**src/rtl/nor_seq_pkg.sv**
```systemverilog
package nor_seq_pkg;

    localparam int TIM_W      = 32;
    localparam int SETUP_LSB  = 0;
    localparam int SETUP_W    = 4;
    localparam int DATA_LSB   = 8;
    localparam int DATA_W     = 8;
    localparam int TURN_LSB   = 16;
    localparam int TURN_W     = 4;
    localparam int CNT_W      = DATA_W;

    typedef struct packed {
        logic [SETUP_W-1:0] setup;
        logic [DATA_W-1:0]  data;
        logic [TURN_W-1:0]  turn;
    } nor_tim_t;

    typedef enum logic [1:0] {
        ST_IDLE = 2'd0,
        ST_ADDR = 2'd1,
        ST_DATA = 2'd2,
        ST_GAP  = 2'd3
    } nor_st_t;

    // Extract the phase lengths; a zero data length is stretched to one cycle.
    function automatic nor_tim_t decode_tim(input logic [TIM_W-1:0] w);
        nor_tim_t t;
        t.setup = w[SETUP_LSB +: SETUP_W];
        t.data  = (w[DATA_LSB +: DATA_W] == '0) ? DATA_W'(1) : w[DATA_LSB +: DATA_W];
        t.turn  = w[TURN_LSB +: TURN_W];
        return t;
    endfunction

endpackage

```
**src/rtl/nor_seq_timsel.sv**
```systemverilog
module nor_seq_timsel
    import nor_seq_pkg::*;
(
    input  logic             ext_mode,
    input  logic             is_write,
    input  logic [TIM_W-1:0] tim_rd,
    input  logic [TIM_W-1:0] tim_wr,
    output nor_tim_t         tim
);
    logic [TIM_W-1:0] chosen;
    logic             unused_fields;

    always_comb begin
        chosen = (ext_mode && is_write) ? tim_wr : tim_rd;
        tim    = decode_tim(chosen);
    end

    // Hold, divide, latency and mode fields play no part in asynchronous timing.
    assign unused_fields = ^{chosen[31:20], chosen[7:4]};

endmodule

```
**src/rtl/nor_seq_fsm.sv**
```systemverilog
module nor_seq_fsm
    import nor_seq_pkg::*;
(
    input  logic     clk,
    input  logic     rst,
    input  logic     req_valid,
    input  logic     bank_en,
    input  nor_tim_t tim,
    output nor_st_t  state,
    output logic     accept,
    output logic     last_data,
    output logic     done_pulse,
    output logic     err_pulse
);
    logic [CNT_W-1:0] cnt;
    nor_tim_t         tim_q;

    assign accept    = (state == ST_IDLE) && req_valid && bank_en;
    assign last_data = (state == ST_DATA) && (cnt == CNT_W'(1));

    always_ff @(posedge clk) begin
        if (rst) begin
            state      <= ST_IDLE;
            cnt        <= '0;
            tim_q      <= '0;
            done_pulse <= 1'b0;
            err_pulse  <= 1'b0;
        end else begin
            done_pulse <= 1'b0;
            err_pulse  <= 1'b0;
            unique case (state)
                ST_IDLE: begin
                    if (req_valid && !bank_en) begin
                        err_pulse <= 1'b1;
                    end else if (accept) begin
                        tim_q <= tim;
                        if (tim.setup != '0) begin
                            state <= ST_ADDR;
                            cnt   <= CNT_W'(tim.setup);
                        end else begin
                            state <= ST_DATA;
                            cnt   <= tim.data;
                        end
                    end
                end
                ST_ADDR: begin
                    if (cnt == CNT_W'(1)) begin
                        state <= ST_DATA;
                        cnt   <= tim_q.data;
                    end else begin
                        cnt <= cnt - CNT_W'(1);
                    end
                end
                ST_DATA: begin
                    if (cnt == CNT_W'(1)) begin
                        done_pulse <= 1'b1;
                        if (tim_q.turn != '0) begin
                            state <= ST_GAP;
                            cnt   <= CNT_W'(tim_q.turn);
                        end else begin
                            state <= ST_IDLE;
                        end
                    end else begin
                        cnt <= cnt - CNT_W'(1);
                    end
                end
                ST_GAP: begin
                    if (cnt == CNT_W'(1)) begin
                        state <= ST_IDLE;
                    end else begin
                        cnt <= cnt - CNT_W'(1);
                    end
                end
                default: state <= ST_IDLE;
            endcase
        end
    end

endmodule

```
**src/rtl/nor_seq_pins.sv**
```systemverilog
module nor_seq_pins
    import nor_seq_pkg::*;
#(
    parameter int AW = 24,
    parameter int DW = 16
) (
    input  logic          clk,
    input  logic          rst,
    input  logic          accept,
    input  logic          req_write,
    input  logic [AW-1:0] req_addr,
    input  logic [DW-1:0] req_wdata,
    input  nor_st_t       state,
    input  logic          last_data,
    input  logic [DW-1:0] mem_dq_in,
    output logic          mem_ce_n,
    output logic          mem_oe_n,
    output logic          mem_we_n,
    output logic [AW-1:0] mem_addr,
    output logic [DW-1:0] mem_dq_out,
    output logic          mem_dq_oe,
    output logic [DW-1:0] rdata
);
    logic [AW-1:0] addr_q;
    logic [DW-1:0] wdata_q;
    logic          wr_q;
    logic          active;

    always_ff @(posedge clk) begin
        if (rst) begin
            addr_q  <= '0;
            wdata_q <= '0;
            wr_q    <= 1'b0;
            rdata   <= '0;
        end else begin
            if (accept) begin
                addr_q  <= req_addr;
                wdata_q <= req_wdata;
                wr_q    <= req_write;
            end
            if (last_data && !wr_q) begin
                rdata <= mem_dq_in;
            end
        end
    end

    always_comb begin
        active     = (state == ST_ADDR) || (state == ST_DATA);
        mem_ce_n   = !active;
        mem_oe_n   = !((state == ST_DATA) && !wr_q);
        mem_we_n   = !((state == ST_DATA) && wr_q);
        mem_addr   = addr_q;
        mem_dq_out = wdata_q;
        mem_dq_oe  = active && wr_q;
    end

endmodule

```
**src/rtl/nor_seq_top.sv**
```systemverilog
module nor_seq_top
    import nor_seq_pkg::*;
#(
    parameter int AW = 24,
    parameter int DW = 16
) (
    input  logic          clk,
    input  logic          rst,
    input  logic          bank_en,
    input  logic          ext_mode,
    input  logic [31:0]   tim_rd,
    input  logic [31:0]   tim_wr,
    input  logic          req_valid,
    output logic          req_ready,
    input  logic          req_write,
    input  logic [AW-1:0] req_addr,
    input  logic [DW-1:0] req_wdata,
    output logic          rsp_done,
    output logic          rsp_err,
    output logic [DW-1:0] rsp_rdata,
    output logic          mem_ce_n,
    output logic          mem_oe_n,
    output logic          mem_we_n,
    output logic [AW-1:0] mem_addr,
    output logic [DW-1:0] mem_dq_out,
    output logic          mem_dq_oe,
    input  logic [DW-1:0] mem_dq_in
);
    nor_tim_t tim;
    nor_st_t  state;
    logic     accept;
    logic     last_data;

    nor_seq_timsel u_timsel (
        .ext_mode (ext_mode),
        .is_write (req_write),
        .tim_rd   (tim_rd),
        .tim_wr   (tim_wr),
        .tim      (tim)
    );

    nor_seq_fsm u_fsm (
        .clk        (clk),
        .rst        (rst),
        .req_valid  (req_valid),
        .bank_en    (bank_en),
        .tim        (tim),
        .state      (state),
        .accept     (accept),
        .last_data  (last_data),
        .done_pulse (rsp_done),
        .err_pulse  (rsp_err)
    );

    nor_seq_pins #(.AW(AW), .DW(DW)) u_pins (
        .clk        (clk),
        .rst        (rst),
        .accept     (accept),
        .req_write  (req_write),
        .req_addr   (req_addr),
        .req_wdata  (req_wdata),
        .state      (state),
        .last_data  (last_data),
        .mem_dq_in  (mem_dq_in),
        .mem_ce_n   (mem_ce_n),
        .mem_oe_n   (mem_oe_n),
        .mem_we_n   (mem_we_n),
        .mem_addr   (mem_addr),
        .mem_dq_out (mem_dq_out),
        .mem_dq_oe  (mem_dq_oe),
        .rdata      (rsp_rdata)
    );

    assign req_ready = (state == ST_IDLE);

endmodule

```
**config.mk**
```make
export PLATFORM = sky130hd
export DESIGN_NAME = nor_seq_top
export DESIGN_NICKNAME = d
export VERILOG_FILES = /design/src/rtl/nor_seq_pkg.sv /design/src/rtl/nor_seq_timsel.sv /design/src/rtl/nor_seq_fsm.sv /design/src/rtl/nor_seq_pins.sv /design/src/rtl/nor_seq_top.sv
export SDC_FILE = /design/constraint.sdc
export NUM_CORES = 1
export LEC_CHECK = 0
export ABC_AREA = 1
export BUFFER_PORTS_ARGS = -buffer_cell sky130_fd_sc_hd__buf_2
export CORE_ASPECT_RATIO = 2
export CORE_MARGIN = 2
export CORE_UTILIZATION = 40
export CTS_BUF_LIST = sky130_fd_sc_hd__clkbuf_8
export DETAILED_ROUTE_END_ITERATION = 16
export PLACE_DENSITY = 0.75
export SLEW_MARGIN = 20
export SYNTH_ARGS = -nofsm -noshare
export SYNTH_HDL_FRONTEND = slang
export SYNTH_SLANG_ARGS = --single-unit
```
**constraint.sdc**
```tcl
create_clock -name clk -period 1.4 [get_ports clk]
set_input_delay 0.14 -clock clk [delete_from_list [all_inputs] [get_ports clk]]
set_output_delay 0.14 -clock clk [all_outputs]
set_load 0.1 [all_outputs]
```
* Yosys cells after proc, flatten, opt, wreduce, memory -nomap -nowiden *
Cells that the tools add are included.

storage, ports and cells
  bits in registers = 81
  bits in latches = 0
  memory bits (writable) = 0
  ROM bits = 0
  output and inout bits = 63
  memories kept = 0

operators by class
  $add $sub $neg = 1
  multipliers = 0
  div/mod/pow operators = 0
  order comparisons = 0
  equality and inequality tests = 11
  shift operators = 0
  multiplexer cells = 20
  bitwise operators = 3
  reduce and logical (&&, ||, !) cells = 24

operator list
  operator               number
  $mux W8                8
  $pmux W8 S4            1
  $mux W20               1
  $mux W2                7
  $logic_and A1 B1 Y1    9
  $eq A8 B1 Y1 const B   1
  $logic_not A8 Y1       1
  $pmux W2 S4            1
  $reduce_bool A4 Y1     2
  $sub A8 B1 Y8 const B  1
  $ne A2 B1 Y1 const B   3
  $ne A2 B2 Y1 const B   3
  $logic_not A1 Y1       5
  $reduce_and A5 Y1      1
  $eq A2 B2 Y1 const B   2
  $reduce_and A4 Y1      1
  $reduce_or A2 Y1       2
  $ne A3 B3 Y1 const B   1
  $not A1 Y1             3
  $reduce_and A3 Y1      1
  $eq A2 B1 Y1 const B   1
  $logic_not A2 Y1       1
  $mux W1                2
  $logic_or A1 B1 Y1     1

* Longest topological paths before layout *
  depth after elaboration = 8
  gate-level depth with buffers = 12

* Hierarchy *
From an unflattened synthesis, not the netlist that was laid out.

unflattened totals
  cell total of the unflattened synthesis = 586
  area, all modules = 4031.4 µm²

by module, submodules not included
  module          times used  cells an instance  area an instance (µm²)  sequential area each (µm²)
  nor_seq_pins    1           288                2137.0                  1141.1
  nor_seq_fsm     1           238                1524.0                  480.5
  nor_seq_timsel  1           59                 366.6                   0.0
  nor_seq_top     1           1                  3.8                     0.0

* Least setup slack after synthesis *
No wires, ideal clock.

  kind = register to register
  start point = register u_fsm.state[0]
  end point = register u_fsm.cnt[7]
  library setup time = 0.121 ns
  data arrival time = 2.293 ns
  required time = 1.279 ns
  setup slack = -1.014 ns
  cell stages (with the launch flop) = 9
  period minus slack after synthesis = 2.414 ns
  cells stage by stage = dfxtp_1 > inv_1 > ha_1 > nand3_1 > nand2_1 > nand2_1 > buf_4 > a31oi_1 > a21oi_1

between the ends
  word-level cells in the longest chain between the ends = 5

RTL lines
  what                              RTL line           text
  start: declaration                nor_seq_fsm.sv:9   output nor_st_t state,
  start signal: assignment          nor_seq_fsm.sv:23  state <= ST_IDLE;
  start signal: assignment          nor_seq_fsm.sv:38  state <= ST_ADDR;
  start signal: assignment          nor_seq_fsm.sv:41  state <= ST_DATA;
  $logic_not A2 Y1 *                n/a
  net req_ready                     nor_seq_top.sv:14  output logic req_ready,
  $logic_and A1 B1 Y1 (2 in a row)  nor_seq_fsm.sv:18  assign accept = (state == ST_IDLE) && req_valid && bank_en;
  $ne A2 B1 Y1 (no line)            n/a
  $reduce_and A4 Y1 (no line)       n/a
  end signal: assignment            nor_seq_fsm.sv:39  cnt <= CNT_W'(tim.setup);
  end signal: assignment            nor_seq_fsm.sv:42  cnt <= tim.data;
  end signal: assignment            nor_seq_fsm.sv:49  cnt <= tim_q.data;
  end: declaration                  nor_seq_fsm.sv:15  logic [CNT_W-1:0] cnt;

Mark *: on every way through the listed nets, which the timed path passes. The rest lies on a longest branch.
A chain may end at the register's enable or synchronous reset.

* Worst setup path in the final report *
  start point = register u_fsm.state[0]
  end point = register u_fsm.cnt[3]

between the ends
  word-level cells in the longest chain between the ends = 5

RTL lines
  what                              RTL line
  $logic_not A2 Y1                  nor_seq_fsm.sv:18, nor_seq_fsm.sv:31
  $logic_and A1 B1 Y1 (2 in a row)  nor_seq_fsm.sv:18
  $ne A2 B1 Y1 (no line)            n/a
  $reduce_and A4 Y1 (no line)       n/a

Several ways; a longest one is shown, not always the timed one.

==> impl_metrics.env <==
export IMPL_critPathMaxFanout=3
export IMPL_final_hold_violation_count=1
export IMPL_fin_skew_ps=9.83
export IMPL_drt_wl_total_mm=11.7
export IMPL_grtUsageTotal_pct=23.1
export IMPL_path_class="reg -> reg"
export IMPL_synth_compound_area_share_pct=17.0
export IMPL_cts_buffer_depth=2
export IMPL_cts_tree="built"
export IMPL_synthAdderAreaFrac_pct=2.43
export IMPL_antenna_cells=0
export IMPL_ys_flop_type="dfxtp_1"
export IMPL_holdWs_ps=-1.99
export IMPL_multi_input_area_sq_um=1950
export IMPL_final_cell_count_no_fill=838
export IMPL_dp_hpwl_mm=8.40
export IMPL_finalWeightedCongestion=0.852
export IMPL_ctsHtreeMaxLevel=3
export IMPL_worst_pin_slew_ps=512
export IMPL_synthSimpleGateAreaFrac_pct=27.2
export IMPL_power_leakage_uw=0.00271
export IMPL_grt_pass1_vias=4100
export IMPL_period_needed_ps=1610
export IMPL_ir_drop_uv=945
export IMPL_placed_cell_area_sq_um=4970
export IMPL_drc=0
export IMPL_layout_setup_ws_ps=-208
export IMPL_antenna_found_initial=0
export IMPL_cp_start_kind="flop"
export IMPL_synthesis_area_sq_um=3610
export IMPL_max_slew_margin_pct=65.8
export IMPL_cts_sinks=81
export IMPL_start_util_pct=40.6
export IMPL_grt_overflow_total=0
export IMPL_drv_cap=0
export IMPL_clk_latency_ps=360
export IMPL_num_vias=4159
export IMPL_preCtsSetupSlack_ps=-144
export IMPL_fp_dieH_microns=138
export IMPL_pin_count=189
export IMPL_hp_class="in -> reg"
export IMPL_synth_area_leaders="dfxtp_1 (45%), nand2_1 (18%), a21oi_1 (8.2%)"
export IMPL_numCtsBuffers=9
export IMPL_setup_violations=32
export IMPL_fin_nets=864
export IMPL_yosys_warnings=0
export IMPL_async_reset_ff_share_pct=0
export IMPL_synth_xor_area_share_pct=0.970
export IMPL_yosysSeqAreaShare_pct=44.9
export IMPL_synth_top_cell_area_share_pct=44.9
export IMPL_period_share_pct=115
export IMPL_synth_top_area_cell="dfxtp_1"
export IMPL_syn_nets=650
export IMPL_synth_edf_count=0
export IMPL_post_synth_cell_area_avg_sq_um=6.98
export IMPL_ant_nets=0
export IMPL_synth_seq_cells=81
export IMPL_dp_cells=801
export IMPL_muxShareOfSynthArea_pct=0.277
export IMPL_ys_types=30
export IMPL_critPathArrivalTime_ps=1910
export IMPL_fill_cells=773
export IMPL_area_delta_synth_final_pct=54.3
export IMPL_grt_pass1_wl_mm=18.2
export IMPL_status="finished with violations"
export IMPL_slew_violations=0
export IMPL_max_freq_mhz=622
export IMPL_required_ps=1700
export IMPL_total_power_uw=9320
export IMPL_firstDrtPassIters=6
export IMPL_violations="negative hold slack, negative setup slack"
export IMPL_synth_top_family_by_area="simple AND/OR/NAND/NOR gates"
export IMPL_die_area_sq_um=9850
export IMPL_layout_common_cells="nand2_1 (164), buf_2 (151), dfxtp_1 (79)"
export IMPL_cts_root_buffer="clkbuf_8"
export IMPL_synthCells=517
export IMPL_row_count=49
export IMPL_path_clk_slew_ps=80
export IMPL_portBuffers=156
export IMPL_grt_max_degree=49
export IMPL_critical_path_endpoint_type="flop"
export IMPL_die_x_microns=71.2
export IMPL_finalSetupTns_ps=-3980
export IMPL_drive_gt1_share_pct=41.2
export IMPL_rsz0062_at_grt="yes"
export IMPL_power_density_nw_per_um2=1670
export IMPL_first_iter_violations=201
export IMPL_seq_area_sq_um=1630
export IMPL_fin_area_sq_um=5570
export IMPL_routedWlPerCell_microns=14.0
export IMPL_final_common_cell="nand2_1"
export IMPL_viasPerCell=4.96
export IMPL_fp_coreArea_sq_um=8890
flip-flops by register name (all words and copies together), names as in the netlist:
| register | count |
|---|---|
| u_fsm.done_pulse | 1 |
| u_fsm.tim_q | 12 |
| u_pins.mem_dq_out | 16 |
| u_fsm.err_pulse | 1 |
| u_pins.wr_q | 1 |
| u_fsm.state | 2 |
| u_fsm.cnt | 8 |
| u_pins.mem_addr | 24 |
| u_pins.rdata | 16 |
per-stage QoR:
step           hold WS, ps  util (%)
2_1_floorplan          217         -
3_3_place_gp           354      55.9
5_1_grt               11.8      62.7
4_1_cts              0.318      60.8
6_report             -1.99      62.7
3_5_place_dp           362      55.9
cell families (layout without fill, tap and decap cells):
| group | after synthesis | count (layout) |
|---|---|---|
| AOI/OAI and AO/OA | 113 | 113 |
| xor gates and xnor gates | 4 | 4 |
| adders and majority gates | 7 | 7 |
| buffers and inverters | 64 | 282 |
| DFF | 81 | 81 |
| muxes | 1 | 1 |
| and+or+nand+nor | 247 | 248 |
routing by layer:
| layer | vias up | part of all wire [%] | global-route usage, % |
|---|---|---|---|
| li1 | 2083 | - | - |
| met1 | 1871 | 35 | 23.7 |
| met2 | 166 | 56 | 42.6 |
| met3 | 39 | 5.2 | 3.64 |
| met4 | 0 | 4.1 | 12.6 |
| met5 | - | 0 | 0 |
synth_stat cells, types with 2 or more instances:
library cell  count
nand2_2           2
buf_2             4
nand2_1         173
o21ai_1           5
a221oi_1          4
clkbuf_1         18
xor2_1            4
inv_1            38
o211ai_1          3
dfxtp_1          81
ha_1              7
nor2_4            2
a31oi_1           2
a21oi_1          59
nor3_1            2
o21ai_0          33
nand3_1          10
nor2_1           54
a21oi_2           5
where the power goes:
| part | internal (uW) | switching, uW |
|---|---|---|
| sequential | 2640 | 209 |
| combinational | 1670 | 3270 |
| clock | 640 | 890 |
| total | 4950 | 4370 |
cell type report:
| cell class | instances | area share, % |
|---|---|---|
| sequential | 81 | 29.2 |
| clock inverter | 7 | 0.831 |
| timing repair buffer | 226 | 27.3 |
| inverter | 39 | 3.08 |
| timing repair inverter | 1 | 0.112 |
| clock buffer | 9 | 2.22 |
| multi-input combinational | 373 | 35.0 |
| tap | 102 | 2.29 |
what timing repair did:
action,in CTS,in global routing
setup endpoints to repair,62,67
hold buffers,11,0
gates resized for setup,55,37
buffers inserted,4,2
pin swaps,15,13
endpoints found under the hold margin,11,0
cloned,2,2
worst max-delay path, cell delays in order, from the launching register on:
cell	delay [ps]
dfxtp_4	360
inv_4	70
ha_4	140
inv_4	40
o21ai_0	280
nand2_2	170
buf_4	180
o211ai_1	110
nor2_1	80
a21oi_2	110
final timing paths:
path,end,cells past startpoint,slack (ps),from
min reg2reg,u_pins.mem_dq_out[15],2,460,u_pins.mem_dq_out[15]
max reg2reg,u_fsm.cnt[3],9,-210,u_fsm.state[0]
min,u_pins.rdata[7],3,-2,mem_dq_in[7]
max,u_fsm.cnt[3],9,-210,u_fsm.state[0]
Power figures use the tool's default switching activity.
